--- config.mk ---
export PLATFORM = sky130hd
export DESIGN_NAME = taken_btb
export DESIGN_NICKNAME = d
export VERILOG_FILES = /design/src/rtl/btb_pkg.sv /design/src/rtl/btb_store.sv /design/src/rtl/btb_match.sv /design/src/rtl/btb_resolve.sv /design/src/rtl/taken_btb.sv
export SDC_FILE = /design/constraint.sdc
export NUM_CORES = 2
export LEC_CHECK = 0
export BUFFER_PORTS_ARGS = -buffer_cell sky130_fd_sc_hd__buf_2
export CAP_MARGIN = 10
export CORE_MARGIN = 2
export CORE_UTILIZATION = 58
export CTS_BUF_LIST = sky130_fd_sc_hd__clkbuf_4
export CTS_CLUSTER_DIAMETER = 150
export DETAILED_ROUTE_END_ITERATION = 12
export GPL_TIMING_DRIVEN = 1
export HOLD_SLACK_MARGIN = 0.12
export MAX_ROUTING_LAYER = met4
export PLACE_DENSITY_LB_ADDON = 0.15
export SLEW_MARGIN = 20
export SYNTH_ARGS = -nofsm -noshare
export SYNTH_HDL_FRONTEND = slang
export SYNTH_SLANG_ARGS = --single-unit
--- constraint.sdc ---
create_clock -name clk -period 8.3 [get_ports clk]
set_clock_uncertainty 0.2 [all_clocks]
set_input_delay 1.66 -clock clk [delete_from_list [all_inputs] [get_ports clk]]
set_output_delay 1.66 -clock clk [all_outputs]
set_load 0.005 [all_outputs]
--- src/rtl/btb_pkg.sv ---
package btb_pkg;

    localparam int PC_W       = 32;
    localparam int INSN_BYTES = 4;
    localparam int ALIGN_W    = 2;

    typedef logic [PC_W-1:0] pc_t;

    // Result of comparing one PC against one table slot
    typedef struct packed {
        logic hit;
        pc_t  target;
    } probe_t;

    // One resolved control transfer from the execute stage
    typedef struct packed {
        logic valid;
        logic taken;
        pc_t  pc;
        pc_t  target;
    } resolve_t;

    // Table write request
    typedef enum logic [1:0] {
        WR_NONE  = 2'd0,
        WR_FILL  = 2'd1,
        WR_EVICT = 2'd2
    } wr_op_e;

    function automatic pc_t seq_pc(input pc_t pc);
        return pc + pc_t'(INSN_BYTES);
    endfunction

endpackage

--- src/rtl/btb_store.sv ---
module btb_store
    import btb_pkg::*;
#(
    parameter int IDX_W = 4,
    parameter int NRD   = 2
) (
    input  logic                           clk,
    input  logic                           rst,
    input  logic [IDX_W-1:0]               rd_idx   [NRD],
    output logic                           rd_valid [NRD],
    output logic [PC_W-IDX_W-ALIGN_W-1:0]  rd_tag   [NRD],
    output pc_t                            rd_tgt   [NRD],
    input  wr_op_e                         wr_op,
    input  logic [IDX_W-1:0]               wr_idx,
    input  logic [PC_W-IDX_W-ALIGN_W-1:0]  wr_tag,
    input  pc_t                            wr_tgt
);

    localparam int DEPTH = 1 << IDX_W;
    localparam int TAG_W = PC_W - IDX_W - ALIGN_W;

    logic [DEPTH-1:0] valid_q;
    logic [TAG_W-1:0] tag_q [DEPTH];
    pc_t              tgt_q [DEPTH];

    always_ff @(posedge clk) begin
        if (rst) begin
            valid_q <= '0;
        end else begin
            case (wr_op)
                WR_FILL:  valid_q[wr_idx] <= 1'b1;
                WR_EVICT: valid_q[wr_idx] <= 1'b0;
                default:  ;
            endcase
        end
    end

    always_ff @(posedge clk) begin
        if (wr_op == WR_FILL) begin
            tag_q[wr_idx] <= wr_tag;
            tgt_q[wr_idx] <= wr_tgt;
        end
    end

    for (genvar p = 0; p < NRD; p++) begin : g_rd
        assign rd_valid[p] = valid_q[rd_idx[p]];
        assign rd_tag[p]   = tag_q[rd_idx[p]];
        assign rd_tgt[p]   = tgt_q[rd_idx[p]];
    end

endmodule

--- src/rtl/btb_match.sv ---
module btb_match
    import btb_pkg::*;
#(
    parameter int IDX_W = 4
) (
    input  pc_t                           pc,
    output logic [IDX_W-1:0]              idx,
    output logic [PC_W-IDX_W-ALIGN_W-1:0] tag,
    input  logic                          slot_valid,
    input  logic [PC_W-IDX_W-ALIGN_W-1:0] slot_tag,
    input  pc_t                           slot_tgt,
    output probe_t                        probe
);

    assign idx = pc[IDX_W+ALIGN_W-1:ALIGN_W];
    assign tag = pc[PC_W-1:IDX_W+ALIGN_W];

    always_comb begin
        probe.hit    = slot_valid && (slot_tag == tag);
        probe.target = slot_tgt;
    end

endmodule

--- src/rtl/btb_resolve.sv ---
module btb_resolve
    import btb_pkg::*;
(
    input  resolve_t res,
    input  probe_t   probe,
    output wr_op_e   wr_op,
    output logic     mispredict,
    output pc_t      correct_pc
);

    logic tgt_diff;

    always_comb begin
        tgt_diff   = probe.target != res.target;
        wr_op      = WR_NONE;
        mispredict = 1'b0;
        if (res.valid) begin
            if (res.taken) begin
                wr_op      = WR_FILL;
                mispredict = !probe.hit || tgt_diff;
            end else if (probe.hit) begin
                wr_op      = WR_EVICT;
                mispredict = 1'b1;
            end
        end
        correct_pc = res.taken ? res.target : seq_pc(res.pc);
    end

endmodule

--- src/rtl/taken_btb.sv ---
module taken_btb
    import btb_pkg::*;
#(
    parameter int IDX_W = 4
) (
    input  logic            clk,
    input  logic            rst,
    input  logic [31:0]     fetch_pc,
    output logic            pred_hit,
    output logic [31:0]     pred_next_pc,
    input  logic            res_valid,
    input  logic [31:0]     res_pc,
    input  logic            res_taken,
    input  logic [31:0]     res_target,
    output logic            res_mispredict,
    output logic [31:0]     res_correct_pc
);

    localparam int TAG_W = PC_W - IDX_W - ALIGN_W;
    localparam int NRD   = 2;
    localparam int P_FET = 0;
    localparam int P_RES = 1;

    logic [IDX_W-1:0] rd_idx   [NRD];
    logic             rd_valid [NRD];
    logic [TAG_W-1:0] rd_tag   [NRD];
    pc_t              rd_tgt   [NRD];
    logic [TAG_W-1:0] cmp_tag  [NRD];
    probe_t           probe    [NRD];
    pc_t              probe_pc [NRD];

    wr_op_e   wr_op;
    resolve_t res;

    assign res.valid  = res_valid;
    assign res.taken  = res_taken;
    assign res.pc     = res_pc;
    assign res.target = res_target;

    assign probe_pc[P_FET] = fetch_pc;
    assign probe_pc[P_RES] = res_pc;

    for (genvar p = 0; p < NRD; p++) begin : g_port
        btb_match #(.IDX_W(IDX_W)) u_match (
            .pc         (probe_pc[p]),
            .idx        (rd_idx[p]),
            .tag        (cmp_tag[p]),
            .slot_valid (rd_valid[p]),
            .slot_tag   (rd_tag[p]),
            .slot_tgt   (rd_tgt[p]),
            .probe      (probe[p])
        );
    end

    btb_store #(.IDX_W(IDX_W), .NRD(NRD)) u_store (
        .clk      (clk),
        .rst      (rst),
        .rd_idx   (rd_idx),
        .rd_valid (rd_valid),
        .rd_tag   (rd_tag),
        .rd_tgt   (rd_tgt),
        .wr_op    (wr_op),
        .wr_idx   (rd_idx[P_RES]),
        .wr_tag   (cmp_tag[P_RES]),
        .wr_tgt   (res_target)
    );

    btb_resolve u_resolve (
        .res        (res),
        .probe      (probe[P_RES]),
        .wr_op      (wr_op),
        .mispredict (res_mispredict),
        .correct_pc (res_correct_pc)
    );

    assign pred_hit     = probe[P_FET].hit;
    assign pred_next_pc = probe[P_FET].hit ? probe[P_FET].target : seq_pc(fetch_pc);

endmodule

**Word-level counts from Yosys, hierarchy flattened**

Memories as Yosys holds them, arrays and structs flattened.
Cells that the tools add are included.
W data, S select, Z words.

- Bits in registers: 16
- Memories kept: 2
- Bits in writable memories: 928
- Word-level logic and storage cells: 39
- Output and inout port bits: 66

- Magnitude comparators: 3
- Add/sub/neg operators: 2
- Reduce and logical (&&, ||, !) cells: 6
- Muxes and demuxes: 17
- Equal/unequal tests: 5
- Bitwise gates (word level): 3

Memories:

| name | words | bits a word | read ports | clocked after memory_dff | wr ports | RTL line | RTL |
|---|---|---|---|---|---|---|---|
| u_store.tgt_q | 16 | 32 | 2 | 0 | 1 | btb_store.sv:24 | `pc_t tgt_q [DEPTH];` |
| u_store.tag_q | 16 | 26 | 2 | 0 | 1 | btb_store.sv:23 | `logic [TAG_W-1:0] tag_q [DEPTH];` |

Operator list:

| operator | number |
|---|---|
| $add A32 B3 Y32 const B | 2 |
| $mux W32 | 2 |
| $eq A26 B26 Y1 | 2 |
| $ne A32 B32 Y1 | 1 |
| $pmux W16 S2 | 1 |
| $and A16 B16 Y16 | 1 |
| $not A16 Y16 | 1 |
| $or A16 B16 Y16 | 1 |
| $lt A4 B5 Y1 const B | 2 |
| $bmux W1 S4 | 2 |
| $mux W1 | 8 |
| $mux W2 | 3 |
| $demux W1 S4 | 1 |
| $ge A4 B1 Y1 const B | 1 |
| $logic_and A1 B1 Y1 | 3 |
| $eq A2 B1 Y1 const B | 1 |
| $eq A2 B2 Y1 const B | 1 |
| $reduce_bool A2 Y1 | 1 |
| $logic_not A1 Y1 | 1 |
| $logic_or A1 B1 Y1 | 1 |

**Depth between registers and ports, before layout**

- Depth in word-level cells: 9
- Depth in mapped cells: 16
- Mapped depth without buffers: 8

**Cells and area by module**

A second synthesis with hierarchy kept.

- Cell total of the unflattened synthesis: 2,559
- Area total of the unflattened synthesis: 46,101.7 um2

By module, submodules not included:

| module | sequential area each (um2) | area each (um2) | times used | cells each |
|---|---|---|---|---|
| btb_store | 28,187.0 | 42,295.6 | 1 | 2,013 |
| btb_match | 0.0 | 755.7 | 2 | 97 |
| btb_resolve | 0.0 | 1,356.3 | 1 | 197 |
| taken_btb | 0.0 | 938.4 | 1 | 155 |

**Least setup slack after synthesis**

Ideal clock, no wire load.

- Path type: input to register
- From: input port res_pc[2]
- To: memory u_store.tag_q[0][0] (netlist bit) (enable)
- Stages: 12
- Arrival: 7.458 ns
- Required time: 7.553 ns
- Setup slack: 0.094 ns
- Library setup time: 0.547 ns
- Cell sequence: buf_4 > buf_6 > buf_6 > buf_6 > buf_4 > buf_4 > buf_4 > buf_2 > inv_1 > ha_1 > nand3_1 > nor3_1

- Word-level cells in the longest chain between the ends: 9

Ends and longest elaborated chain:

| item | RTL line | RTL |
|---|---|---|
| start, declared | taken_btb.sv:12 | `input logic [31:0] res_pc,` |
| $mem_v2 Z16 W26 / $bmux W1 S4 (equally long branches) | -- |  |
| $eq A26 B26 Y1 / $mux W1 (equally long branches) | btb_match.sv:19, btb_store.sv:46 |  |
| $logic_and A1 B1 Y1 | btb_match.sv:19 | `probe.hit = slot_valid && (slot_tag == tag);` |
| $mux W2 | btb_resolve.sv:21 | `end else if (probe.hit) begin` |
| $mux W2 | btb_resolve.sv:18 | `if (res.taken) begin` |
| $mux W2 | btb_resolve.sv:17 | `if (res.valid) begin` |
| $eq A2 B1 Y1 | btb_store.sv:39 | `if (wr_op == WR_FILL) begin` |
| $mux W1 | btb_store.sv:39 |  |
| $mux W1 (not written as such) | btb_store.sv:40 | `tag_q[wr_idx] <= wr_tag;` |
| end, declared | btb_store.sv:23 |  |

Several ways; a longest one is shown, not always the timed one. The select of a mux whose other input is x is not followed.

**Worst setup path in the final report**

- From: input port res_pc[5]
- To: output port res_mispredict

- Word-level cells in the longest chain between the ends: 7

Ends and longest elaborated chain:

| item | RTL line | RTL |
|---|---|---|
| $mem_v2 Z16 W26 / $bmux W1 S4 (equally long branches) | -- |  |
| $eq A26 B26 Y1 / $mux W1 (equally long branches) | btb_match.sv:19, btb_store.sv:46 |  |
| $logic_and A1 B1 Y1 | btb_match.sv:19 |  |
| $logic_not A1 Y1 | btb_resolve.sv:20 | `mispredict = !probe.hit \|\| tgt_diff;` |
| $logic_or A1 B1 Y1 | btb_resolve.sv:20 |  |
| $mux W1 * | btb_resolve.sv:18 |  |
| $mux W1 * | btb_resolve.sv:17 |  |
| end, declared | taken_btb.sv:15 | `output logic res_mispredict,` |

Mark *: on every way between the ends. The rest lies on a longest branch, timed or not. The select of a mux whose other input is x is not followed.

==> results.tsv <==
metric	value	unit
CP most frequent cell	buf_4	
# IOs	166	
global route hottest layer	met2	
fin crit share	94.7	%
postcts setup bufs	0	
top-area cell type share of the netlist area	59.7	%
worst-margin pin slew	1.16	ns
initial drt markers	4256	
num rows	104	
Fill cells	5664	
GR Layer Usage met3	8.53	%
HP Class	flop to flop	
placed inst area	49100	µm²
Slew headroom	22.2	%
Max Buffers Root-to-Sink	3	
Pint	7.67	mW
die area	82800	µm²
layout cell share with drive strength beyond 1	37.9	%
largest net degree at the start of global routing	64	
Buffers on Ports	165	
yosys warns	0	
CP Capture Type	output pin	
clk slew on worst S/H paths	0.07	ns
register area	28200	µm²
VDD IR max	0.000149	V
met1 GRT Util	49.9	%
critical path, cell by cell	buf_2 > buf_4 > mux4_2 > mux2i_1 > xor2_1 > nand2_1 > nor4_2 > o21ai_0 > nor4bb_1 > buf_4 > mux2i_1 > buf_4 > buf_2	
hold path depth	2	
cell area after layout	52100	µm²
post-route setup slack	0.437	ns
H-tree depth	4	
run status	finished, final reports clean	
Mapped Area	46700	µm²
GRT Overall Usage	37.3	%
number of synthesized register bits	944	
# hold bufs at CTS	0	
FF-to-FF path depth	9	
Layout Nets	3008	
area of the multi-input gates	17600	µm²
Synth cell types	70	
met2 usage	55.3	%
CP startpoint	res_pc[5]	
pre-CTS WS	0.151	ns
CP Class	input pin to output pin	
vias in the first global route	29600	
Skew-Pair Late Insertion Delay	1.12	ns
Area growth syn-to-layout	11.7	%
Net Switching	2.60	mW
DR DRC count	0	
Synth area leader	edfxtp_1	
Routed WL	147000	µm
number of synthesized flops with an enable pin	928	
worst path required time	6.44	ns
startpoint class of the critical path	input pin	
asr flop ratio synth	0	%
Vias/cell	7.10	
CP Max Fanout	16	
first-pass iteration count of the detailed router	6	
reg2reg setup slack	4.68	ns
setup tns final	0	ns
syn nets	2689	
initial core utilization	58.2	%
# resized after CTS	0	
Period minus WS final	7.86	ns
Mean Syn Cell Area	18.1	µm²
Fmax	0.127	GHz
Die Height	288	µm
Max stage delay cell, worst path	nor4_2	
CTS Buf Count	235	
DIE WIDTH	288	µm
initial antenna violation count	13	
CP arrival	6.00	ns
Slew Limit Fails	0	
Cells after Synth	2584	
critical path's largest stage delay	0.58	ns
end of the critical path	res_mispredict	
CORE AREA	80200	µm²
RSZ-0062 raised after global routing	no	
DR vias	29600	
Leak Pwr	17.4	nW
post-detail-place hpwl	91800	µm
Area contributors post-synth	edfxtp_1 60%, mux4_2 22%, mux2i_1 3.9%, xnor2_1 1.3%, a22oi_1 1.0%	
Final ANT Viol Nets	0	
Sw Share	25.3	%
Fin. Hold Viols	0	
setup violators final	0	
grt ovf	0	
sequential area share after synthesis	60.4	%
post-DR wirelength/cell	35.4	µm
r2r startpoint	u_store.tag_q[11][5]	
clock network fraction of total power	37.4	%
pwr/cell area	197	nW/µm²
GP Congestion	0.976	
Comb power frac	10.8	%
CTS Sinks	944	
CTS tree	built	
first-pass GRT wire length	209000	µm
Synth Flop Type	edfxtp_1	
CTS Root Cell	clkbuf_4	
MaxCap Viol Count	0	
Flop pwr share	51.8	%
layout by cell type (no fill, tap or decap), drive strengths merged, types with 5 or more instances in the layout:
cell | Yosys | routed
edfxtp | 928 | 928
mux4 | 449 | 449
clkbuf | 90 | 337
buf | 106 | 277
mux2i | 184 | 184
nand2 | 103 | 103
clkinv | 1 | 75
xnor2 | 71 | 71
a22oi | 63 | 63
nor2 | 57 | 57
mux2 | 52 | 52
o21ai | 51 | 51
xor2 | 48 | 48
nand3 | 38 | 38
nand4 | 30 | 30
inv | 17 | 24
and3 | 20 | 20
a21oi | 19 | 19
nor3 | 19 | 19
o21bai | 16 | 16
dfxtp | 16 | 16
a41oi | 15 | 15
nor4 | 14 | 14
diode | 0 | 13
o22ai | 13 | 13
a22o | 12 | 12
or3 | 12 | 12
a221oi | 12 | 12
o211ai | 11 | 11
o221ai | 11 | 11
a31oi | 9 | 9
o22a | 9 | 9
nor2b | 9 | 9
and2 | 7 | 7
nand4b | 6 | 6
nand2b | 5 | 5
a211o | 5 | 5
ha | 5 | 5
sequential cells by signal (all words and copies together), names as in the netlist, named ones only:
name,flops
u_store.tgt_q,512
u_store.tag_q,416
routing by layer:
layer / part of all wire, % / routed length [µm]
met2: 47 / 69400
met4: 4.6 / 6810
met3: 12 / 17100
met5: 0 / 0
met1: 37 / 54000
power by group through the flow:
stage	combinational (mW)	clock, mW	sequential, mW
global placement	1.08	0	5.41
CTS	1.09	3.89	5.31
finish	1.11	3.84	5.32
floorplan	0.653	0	5.41
global route	1.15	4.13	5.32
detailed placement	1.09	0	5.42
area by class of cell:
| class | instances | share of cell area, % |
|---|---|---|
| Antenna cell | 13 | 0.0624 |
| Clock buffer | 336 | 4.84 |
| Clock inverter | 86 | 0.845 |
| Inverter | 18 | 0.130 |
| Multi-Input combinational cell | 1426 | 33.7 |
| Sequential cell | 944 | 54.1 |
| Tap cell | 1060 | 2.55 |
| Timing Repair Buffer | 278 | 3.76 |
critical path: cells and delay by family:
kind                      cells  cell delay, ns
AOI/OAI and AO/OA             1            0.27
xor gates and xnor gates      1            0.50
buffers and inverters         5            1.46
muxes                         3            0.77
and+or+nand+nor               3            1.30
through the flow:
step                      power, mW  utilization [%]  hold WS [ns]  std cells
final                          10.3             65.0         0.331       4161
after global routing           10.6             65.0         0.356       4158
after CTS                      10.3             65.0         0.324       4148
after detailed placement       6.51             61.3         0.310       3726
after global placement         6.49             61.3         0.293       3726
after floorplan                6.07                -         0.285       2584
worst min path at each step:
stage / from / endpoint
floorplan: flop / flop
global placement: flop / flop
global route: flop / flop
CTS: flop / flop
detailed placement: flop / flop
finish: flop / flop
cell families (layout without fill, tap and decap cells):
group	Yosys count	after routing	synth area share, %
and+or+nand+nor	338	338	3.68
muxes	685	685	27.0
DFF	944	944	60.4
buffers and inverters	214	718	2.24
xor gates and xnor gates	119	119	2.23
other	0	13	0
AOI/OAI and AO/OA	279	279	4.29
adders and majority gates	5	5	0.134
synthesized netlist by cell type (all sizes together), types with 16 or more instances:
master and number:
a21oi 19, a22oi 63, and3 20, buf 106, clkbuf 90, dfxtp 16
edfxtp 928, inv 17, mux2 52, mux2i 184, mux4 449, nand2 103
nand3 38, nand4 30, nor2 57, nor3 19, o21ai 51, o21bai 16
xnor2 71, xor2 48
(Power assumes the default switching activity.)
